### src/rtl/fbr_pkg.sv
package fbr_pkg;

    // Two-bit compare outcome held in each condition field
    typedef enum logic [1:0] {
        REL_EQ = 2'd0,
        REL_LT = 2'd1,
        REL_GT = 2'd2,
        REL_UN = 2'd3
    } fcc_rel_e;

    // Base relations selected by condition bits 2:0
    typedef enum logic [2:0] {
        BT_NEVER = 3'd0,
        BT_NE    = 3'd1,
        BT_LG    = 3'd2,
        BT_UL    = 3'd3,
        BT_L     = 3'd4,
        BT_UG    = 3'd5,
        BT_G     = 3'd6,
        BT_U     = 3'd7
    } base_test_e;

    typedef enum logic {
        ST_IDLE   = 1'b0,
        ST_RESULT = 1'b1
    } handshake_state_e;

    localparam int unsigned FIELD_W = 2;
    localparam int unsigned SEL_W   = 2;
    localparam int unsigned COND_W  = 4;

endpackage

### src/rtl/fbr_field_mux.sv
module fbr_field_mux
    import fbr_pkg::*;
#(
    parameter int unsigned NUM_FIELDS = 4,
    localparam int unsigned FW        = FIELD_W * NUM_FIELDS
) (
    input  logic [FW-1:0]      fields,
    input  logic [SEL_W-1:0]   sel,
    output fcc_rel_e           field
);

    logic [FIELD_W-1:0] slot [NUM_FIELDS];
    logic [SEL_W-1:0]   idx;

    // Unpack the flat field vector into one slot per field
    for (genvar g = 0; g < NUM_FIELDS; g++) begin : g_slot
        assign slot[g] = fields[g*FIELD_W +: FIELD_W];
    end

    // Selector values naming a field that is not built alias to field 0
    always_comb begin
        if (32'(sel) < NUM_FIELDS) idx = sel;
        else                       idx = '0;
    end

    always_comb begin
        field = REL_EQ;
        for (int k = 0; k < NUM_FIELDS; k++) begin
            if (idx == SEL_W'(k)) field = fcc_rel_e'(slot[k]);
        end
    end

endmodule

### src/rtl/fbr_base_test.sv
module fbr_base_test
    import fbr_pkg::*;
(
    input  base_test_e test,
    input  fcc_rel_e   rel,
    output logic       hit
);

    always_comb begin
        unique case (test)
            BT_NEVER: hit = 1'b0;
            BT_NE:    hit = (rel != REL_EQ);
            BT_LG:    hit = (rel == REL_LT) || (rel == REL_GT);
            BT_UL:    hit = (rel == REL_LT) || (rel == REL_UN);
            BT_L:     hit = (rel == REL_LT);
            BT_UG:    hit = (rel == REL_GT) || (rel == REL_UN);
            BT_G:     hit = (rel == REL_GT);
            BT_U:     hit = (rel == REL_UN);
            default:  hit = 1'b0;
        endcase
    end

endmodule

### src/rtl/fbr_cond_eval.sv
module fbr_cond_eval
    import fbr_pkg::*;
#(
    parameter int unsigned NUM_FIELDS = 4,
    localparam int unsigned FW        = FIELD_W * NUM_FIELDS
) (
    input  logic              clk,
    input  logic              rst_n,
    input  logic              in_valid,
    input  logic [3:0]        cond,
    input  logic [1:0]        sel,
    input  logic [FW-1:0]     fields,
    output logic              out_valid,
    output logic              taken
);

    handshake_state_e state_q, state_d;
    fcc_rel_e         rel;
    logic             base_hit;
    logic             decision;
    logic             taken_q;

    fbr_field_mux #(.NUM_FIELDS(NUM_FIELDS)) u_mux (
        .fields (fields),
        .sel    (sel),
        .field  (rel)
    );

    fbr_base_test u_base (
        .test (base_test_e'(cond[2:0])),
        .rel  (rel),
        .hit  (base_hit)
    );

    // Condition bit 3 turns each base relation into its complement
    assign decision = base_hit ^ cond[3];

    // State register
    always_ff @(posedge clk) begin
        if (!rst_n) state_q <= ST_IDLE;
        else        state_q <= state_d;
    end

    // Next state
    always_comb begin
        unique case (state_q)
            ST_IDLE:   state_d = in_valid ? ST_RESULT : ST_IDLE;
            ST_RESULT: state_d = in_valid ? ST_RESULT : ST_IDLE;
            default:   state_d = ST_IDLE;
        endcase
    end

    // Decision capture, only on an issue
    always_ff @(posedge clk) begin
        if (!rst_n)        taken_q <= 1'b0;
        else if (in_valid) taken_q <= decision;
    end

    // Outputs
    always_comb begin
        out_valid = (state_q == ST_RESULT);
        taken     = taken_q;
    end

endmodule

### config.mk
export PLATFORM = sky130hd
export DESIGN_NAME = fbr_cond_eval
export DESIGN_NICKNAME = d
export VERILOG_FILES = /design/src/rtl/fbr_pkg.sv /design/src/rtl/fbr_field_mux.sv /design/src/rtl/fbr_base_test.sv /design/src/rtl/fbr_cond_eval.sv
export SDC_FILE = /design/constraint.sdc
export NUM_CORES = 1
export LEC_CHECK = 0
export ABC_AREA = 1
export BUFFER_PORTS_ARGS = -buffer_cell sky130_fd_sc_hd__buf_2
export CAP_MARGIN = 20
export CORE_AREA = 5 5 42 44
export CTS_CLUSTER_DIAMETER = 100
export DETAILED_ROUTE_END_ITERATION = 10
export DIE_AREA = 0 0 47 49
export PLACE_DENSITY_LB_ADDON = 0.15
export SYNTH_ARGS = -nofsm -noshare
export SYNTH_HDL_FRONTEND = slang
export SYNTH_SLANG_ARGS = --single-unit
### constraint.sdc
create_clock -name clk -period 1.5 [get_ports clk]
set_clock_uncertainty 0.2 [all_clocks]
set_input_delay 0.15 -clock clk [delete_from_list [all_inputs] [get_ports clk]]
set_output_delay 0.15 -clock clk [all_outputs]
set_load 0.05 [all_outputs]
After elaboration in Yosys (flattened, before gate mapping)

Index checks and enable logic that the tools add are counted.

Equal/unequal tests: 13
Bitwise operators: 1
Reductions and logical operators: 6
Mux-type cells: 6

Operators by type and width:

| operator                                                               | count |
|---|---|
| 3-bit equality test (second input constant)                            | 4 |
| 2-bit equality test (second input constant)                            | 4 |
| 2-bit 2-to-1 mux                                                       | 4 |
| 1-bit one-hot mux with 8 select lines                                  | 1 |
| 3-bit by 2-bit equality test with 1-bit output (second input constant) | 2 |
| 2-bit by 1-bit equality test with 1-bit output (second input constant) | 2 |
| 3-bit by 1-bit equality test with 1-bit output (second input constant) | 1 |
| 3-bit zero test                                                        | 1 |
| 1-bit logical OR                                                       | 3 |
| 2-bit zero test                                                        | 1 |
| 2-bit nonzero test                                                     | 1 |
| 1-bit 2-to-1 mux                                                       | 1 |
| 1-bit bitwise XOR                                                      | 1 |

Output and inout port bits: 2
Register bits after elaboration: 2
Input port bits: 17
Word-level logic and storage cells: 28

Depth between registers and ports, before layout

Gate-level depths: netlist (run 1).

Depth in word-level cells: 9
Depth in mapped cells: 12
Mapped depth without buffers: 12

By module

A second synthesis (run 1) with hierarchy kept.

Cell total of the unflattened synthesis: 40
Area total of the unflattened synthesis: 202.7 sq um

Modules (own cells, without submodules):

| module        | instances | area an instance (sq um) | cells an instance |
|---|---|---|---|
| fbr_cond_eval | 1         | 82.6                     | 13 |
| fbr_base_test | 1         | 60.1                     | 15 |
| fbr_field_mux | 1         | 60.1                     | 12 |

Worst setup path before layout (run 1)

Ideal clock, no wire load.

Path kind: register -> register
Start: register taken (netlist name)
End: register taken_q (netlist: taken)
Path slack: 0.368 ns
Cell stages (with the launch flop): 4
Period minus slack after synthesis: 1.132 ns
Required time: 1.244 ns
Setup time: 0.056 ns
Data arrival time: 0.876 ns
Cell sequence: dfxtp_1 -> o21a_1 -> nand2_1 -> inv_1

RTL lines:

| item                 | line                | RTL |
|---|---|---|
| end signal, assigned | fbr_cond_eval.sv:56 | `else if (in_valid) taken_q <= decision;` |
| end, declared        | fbr_cond_eval.sv:21 | `logic taken_q;` |

Worst setup path in the final report (run 1)

Start: register taken_q (netlist: taken)
End: output port taken

RTL lines:

| item          | line                | RTL |
|---|---|---|
| end, declared | fbr_cond_eval.sv:14 | `output logic taken` |

No word-level cell between the ends.

==> impl_metrics.ini, run 1 <==
[run_status]
run_status = finished, final reports clean

[synth]
syn_avg_cell_area_sq_um = 5.36
yosysTopAreaCell = inv_1
synth-seq-cells = 2
synth_area_leaders = inv_1 17%, nand2_1 17%, dfxtp_1 16%
synth_area_sq_um = 246
ys_seq_area_frac = 0.162
synth_top_area_frac = 0.168
synth_cell_types = 14
syn_nets = 63
yosysWarningCount = 0
syn_inst = 46

[worst_setup_path]
max_stage_delay_ps = 310
crit_chain = buf_2
critPathBufInv = 1
crit_required_ps = 1150
crit_type = reg -> out
crit_path_start_kind = register
regToRegSetupSlack_ps = 640
endpoint_kind = output pin
cpLargestDelayFamily = flip-flops
worstPathMaxFanout = 2
cp_slowest_cell = dfxtp_1
crit_arrival_ps = 790

[power_and_ir_drop]
p_per_area_nw_per_um2 = 697
p_sw_mw = 0.0889
total_power_mw = 0.278
leakagePower_nw = 0.253
seqPwrFrac = 0.211
p_comb_frac = 0.361
power_frac_clock = 0.427
ir_drop_mv = 0.286
internal_power_mw = 0.189
p_sw_frac = 0.320

[placement]
numPortBuffers = 18
dpl_cell_area_sq_um = 357
gp_congestion = 0.663
dpl.hpwl_um = 546

[global_route]
grt-busiest-layer = met2
grt_remaining_overflow = 0
met1_usage = 0.0633
grt_pass1_vias = 302
met3_usage = 0.0332
grt_max_degree = 7
grt_antenna_before_repair = 0
grt_pass1_wl_um = 1040
grtUsageTotal = 0.0625
grt_use_met2 = 0.102

[floorplanning]
pin_count = 19
num_rows = 14
fp.dieArea_sq_um = 2300
die_w_um = 47
core_sq_um = 1400
initial_utilization = 0.176
die_y_um = 49

[sta]
whs_ps = 70.4
hold_viol_final = 0
setup-tns-final_ps = 0
max-slew-margin-rel = 0.834
clock.fmax_mhz = 874
fin_crit_sh = 0.763
worst_pin_slew_ps = 250
rsz0062_at_grt = no
finalCriticalPeriod_ps = 1140
setup_violations = 0
slew_violations = 0

[min_path]
min-delay-path-class = in -> reg

[final_layout]
nets = 88
diodes = 0
stdcell_area_sq_um = 399
drive_gt1_frac = 0.391
layout-area-overhead-vs-synth_pct = 61.9
fin_util = 0.285
final_common_cell = buf_2
final_cell_mix = 18 x buf_2, 11 x nand2_1, 11 x inv_1

[detailed_routing]
drtIter0Drc = 0
drc = 0
num_vias = 328
wire_per_inst_um = 7.55
drt_wl_total_um = 642
dr.pass1.iters = 1
antenna_left = 0
vias_per_cell = 3.86

[clock_network]
post_cts_buffers = 0
cts_buffers = 3
clkTransAtPathRegs_ps = 30
htreeDepth = 1
clk_path_buf_depth = 2
cts_sinks = 2
cts-root-buf = clkbuf_4
cts-resized-gates = 0
worstSkewPairLatency_ps = 220
cts_tree = yes

[job]
cap_violations = 0
## state kept, by name, indices dropped and copies added, names as in the netlist
| signal | cells |
|---|---|
| taken | 1 |
| out_valid | 1 |
## worst paths after layout
path,from,to,cells after the start
max reg2reg,taken$_SDFFE_PN0P_,taken$_SDFFE_PN0P_,3
min reg2reg,taken$_SDFFE_PN0P_,taken$_SDFFE_PN0P_,3
min,cond[3],taken$_SDFFE_PN0P_,5
max,taken$_SDFFE_PN0P_,taken,1
## area by class of cell
class | instances | area [sq um]
inverters | 13 | 48.8
fillers | 174 | 1000
repair buffers | 20 | 110
multi-input cells | 31 | 158
flip-flops and latches | 2 | 40.0
clock buffers | 3 | 22.5
well taps | 16 | 20.0
## logic make-up after synthesis
logic type / synth area share
and+or+nand+nor: 0.518
AOI/OAI and AO/OA: 0.0508
buffers and inverters: 0.198
DFF: 0.162
xor gates and xnor gates: 0.0711
## through the flow
step	std cells	setup WS [ps]
after floorplan	46	368
after detailed placement	80	131
after global routing	85	274
final	85	356
after CTS	85	342
after global placement	80	134
## metal layers
| metal | routed length (um) | up-vias | part of all wire |
|---|---|---|---|
| met5 | 0 | - | 0 |
| met4 | 0 | 0 | 0 |
| met3 | 40 | 0 | 0.062 |
| met2 | 324 | 8 | 0.50 |
| met1 | 278 | 134 | 0.43 |
| li1 | - | 186 | - |
## power by group through the flow
stage,Sequential (mW),Combinational (mW),Clock (mW)
after CTS,0.0588,0.102,0.126
after global placement,0.0595,0.0968,0
after floorplan,0.0732,0.0468,0
after global routing,0.0590,0.112,0.132
after detailed placement,0.0595,0.0977,0
final,0.0588,0.100,0.119
## cells in the mapped netlist
cell and number:
nand2_2 2, nand2_1 11, nor2_1 3, inv_2 2
nand3_2 1, nand3_1 8, xnor2_1 1, inv_1 11
o21a_1 1, o21ai_0 1, nand4_1 1, dfxtp_1 2
xor2_1 1, nor2_2 1
## repair_timing
action / 4_1_cts / 5_1_grt
endpoints found under the setup margin: 0 / 0
hold buffers: 2 / 0
hold endpoints to repair: 1 / 0
Note: power is estimated with default switching activity, not from simulation.
==> run 2, diff against run 1 <==
==> constraint.sdc (replaced) <==
create_clock -name clk -period 1 [get_ports clk]
set_clock_uncertainty 0.2 [all_clocks]
set_input_delay 0.1 -clock clk [delete_from_list [all_inputs] [get_ports clk]]
set_output_delay 0.1 -clock clk [all_outputs]
set_load 0.05 [all_outputs]
==> run 2 against run 1 <==
Against the previous run:
- the flow now finishes with violations (negative hold slack)
- sequential power increased by 56%
- global-route usage decreased by 0.43 points
- setup slack got worse by 350 ps
- cell count decreased by 1.2%
- via count increased by 2.4%
- routed wire length decreased by 5.0%
- non-clock buffer count decreased by 1
- clock power increased by 43%
- combinational power increased by 75%
- largest cell class unchanged
- highest routed layer unchanged
==> impl_metrics.ini, run 2 (synthesized netlist as in run 1, its figures left out) <==
[placement]
gp_congestion = 0.653
numPortBuffers = 18
dp.cells = 80
dpl.hpwl_um = 532

[sta]
clock.fmax_mhz = 1010
fin_crit_sh = 0.991
rsz0062_at_grt = yes
worst_pin_slew_ps = 171
max-slew-margin-rel = 0.885
slew_violations = 0
setup_violations = 0
finalCriticalPeriod_ps = 991
setup-tns-final_ps = 0
hold_viol_final = 1
whs_ps = -18.3

[clock_network]
postCtsHoldBufs = 1
clk_path_buf_depth = 2
cts_tree = yes
cts_sinks = 2
clkTransAtPathRegs_ps = 30
cts_buffers = 3
cts-root-buf = clkbuf_4
htreeDepth = 1
worstSkewPairLatency_ps = 220
post_cts_buffers = 0

[final_layout]
final_cell_mix = 14 x buf_2, 10 x inv_1, 9 x nand2_1
fin_util = 0.321
drive_gt1_frac = 0.515
layout-area-overhead-vs-synth_pct = 82.2
final_cells = 84
final_common_cell = buf_2
nets = 87
diodes = 0

[global_route]
grt_pass1_wl_um = 952
grt_antenna_before_repair = 0
met3_usage = 0.0221
grt_use_met2 = 0.0814
grtUsageTotal = 0.0583
grt-busiest-layer = met2
grt_max_degree = 7
met1_usage = 0.0632
grt_pass1_vias = 301
grt_remaining_overflow = 0

[floorplanning]
die_y_um = 49
initial_utilization = 0.176
pin_count = 19
core_sq_um = 1400
num_rows = 14
die_w_um = 47
fp.dieArea_sq_um = 2300

[worst_setup_path]
crit_chain = buf_12, nor2_4, nand2_2, nand2_2, inv_2, nand2_2, nand2_2, nand3_2, nand2_1, nand2_1, nand3_1, nand2_1, inv_1
worstReg2RegStart = taken$_SDFFE_PN0P_
crit_arrival_ps = 900
path_common_cell = nand2_2
endpoint_kind = register
crit_required_ps = 910
max_stage_delay_ps = 110
worstPathMaxFanout = 6
critPathLaunch = sel[0]
critPathBufInv = 3
cp_slowest_cell = buf_12
regToRegSetupSlack_ps = 120
crit_path_start_kind = input pin
crit_type = in -> reg
cpLargestDelayFamily = simple AND/OR/NAND/NOR gates

[power_and_ir_drop]
internal_power_mw = 0.304
seqPwrFrac = 0.210
p_per_area_nw_per_um2 = 971
p_sw_frac = 0.304
p_comb_frac = 0.400
leakagePower_nw = 0.261
p_sw_mw = 0.133
power_frac_clock = 0.390
ir_drop_mv = 0.191
total_power_mw = 0.436

[min_path]
min-delay-path-class = in -> reg
hold_start = in_valid

[job]
cap_violations = 0

[run_status]
violations = negative hold slack
run_status = finished, violations left

[detailed_routing]
drtIter0Drc = 0
vias_per_cell = 4.00
drt_wl_total_um = 610
drc = 0
wire_per_inst_um = 7.26
num_vias = 336
dr.pass1.iters = 1
antenna_left = 0
run 2: cell types whose count changed in the layout (fill, tap and decap cells not counted), sizes merged:
cell,delta
dlygate4sd3,-1
run 2: timing repair:
action | in CTS | in global routing
endpoints found under the hold margin | 2 | 1
pin swaps | 3 | 3
resized for setup | 10 | 7
endpoints found under the setup margin | 3 | 3
run 2: path summary, 6_finish.rpt:
check | cells after the start | to
worst max-delay path | 13 | taken$_SDFFE_PN0P_
worst min-delay path | 4 | taken$_SDFFE_PN0P_
worst max register to register | 3 | taken$_SDFFE_PN0P_
worst min register to register | 3 | taken$_SDFFE_PN0P_
run 2: cell type report:
cell class / instances / area (sq um)
Clock buffer: 3 / 22.5
Multi-Input combinational cell: 31 / 178
Timing Repair Buffer: 19 / 138
Fill cell: 169 / 952
Sequential cell: 2 / 42.5
Tap cell: 16 / 20.0
Inverter: 13 / 48.8
run 2: metrics by stage:
| stage | hold WS, ps | setup slack (ps) | instance area [sq um] |
|---|---|---|---|
| final | -18.3 | 9.48 | 449 |
| after global routing | -0.0660 | -87.3 | 449 |
| after CTS | -27.3 | -6.13 | 432 |
| after detailed placement | 103 | -277 | 365 |
| after global placement | 107 | -276 | 365 |
| after floorplan | -6.55 | -34.5 | 255 |
run 2: routing by layer:
metal	vias up	share of wire	routed length [um]
met2	6	0.55	334
met4	0	0	0
met3	0	0.051	31
met5	-	0	0
li1	184	-	-
met1	146	0.40	244
run 2: tightest hold or removal path, stage by stage:
cell	delay [ps]
buf_2	100
nand3_1	70
nand2_1	60
inv_1	30
run 2: power by group through the flow:
stage	logic [mW]	registers [mW]	clock network, mW
after global placement	0.149	0.0901	0
final	0.175	0.0915	0.170
after floorplan	0.0717	0.111	0
after global routing	0.192	0.0928	0.188
after detailed placement	0.149	0.0901	0
after CTS	0.168	0.0905	0.180
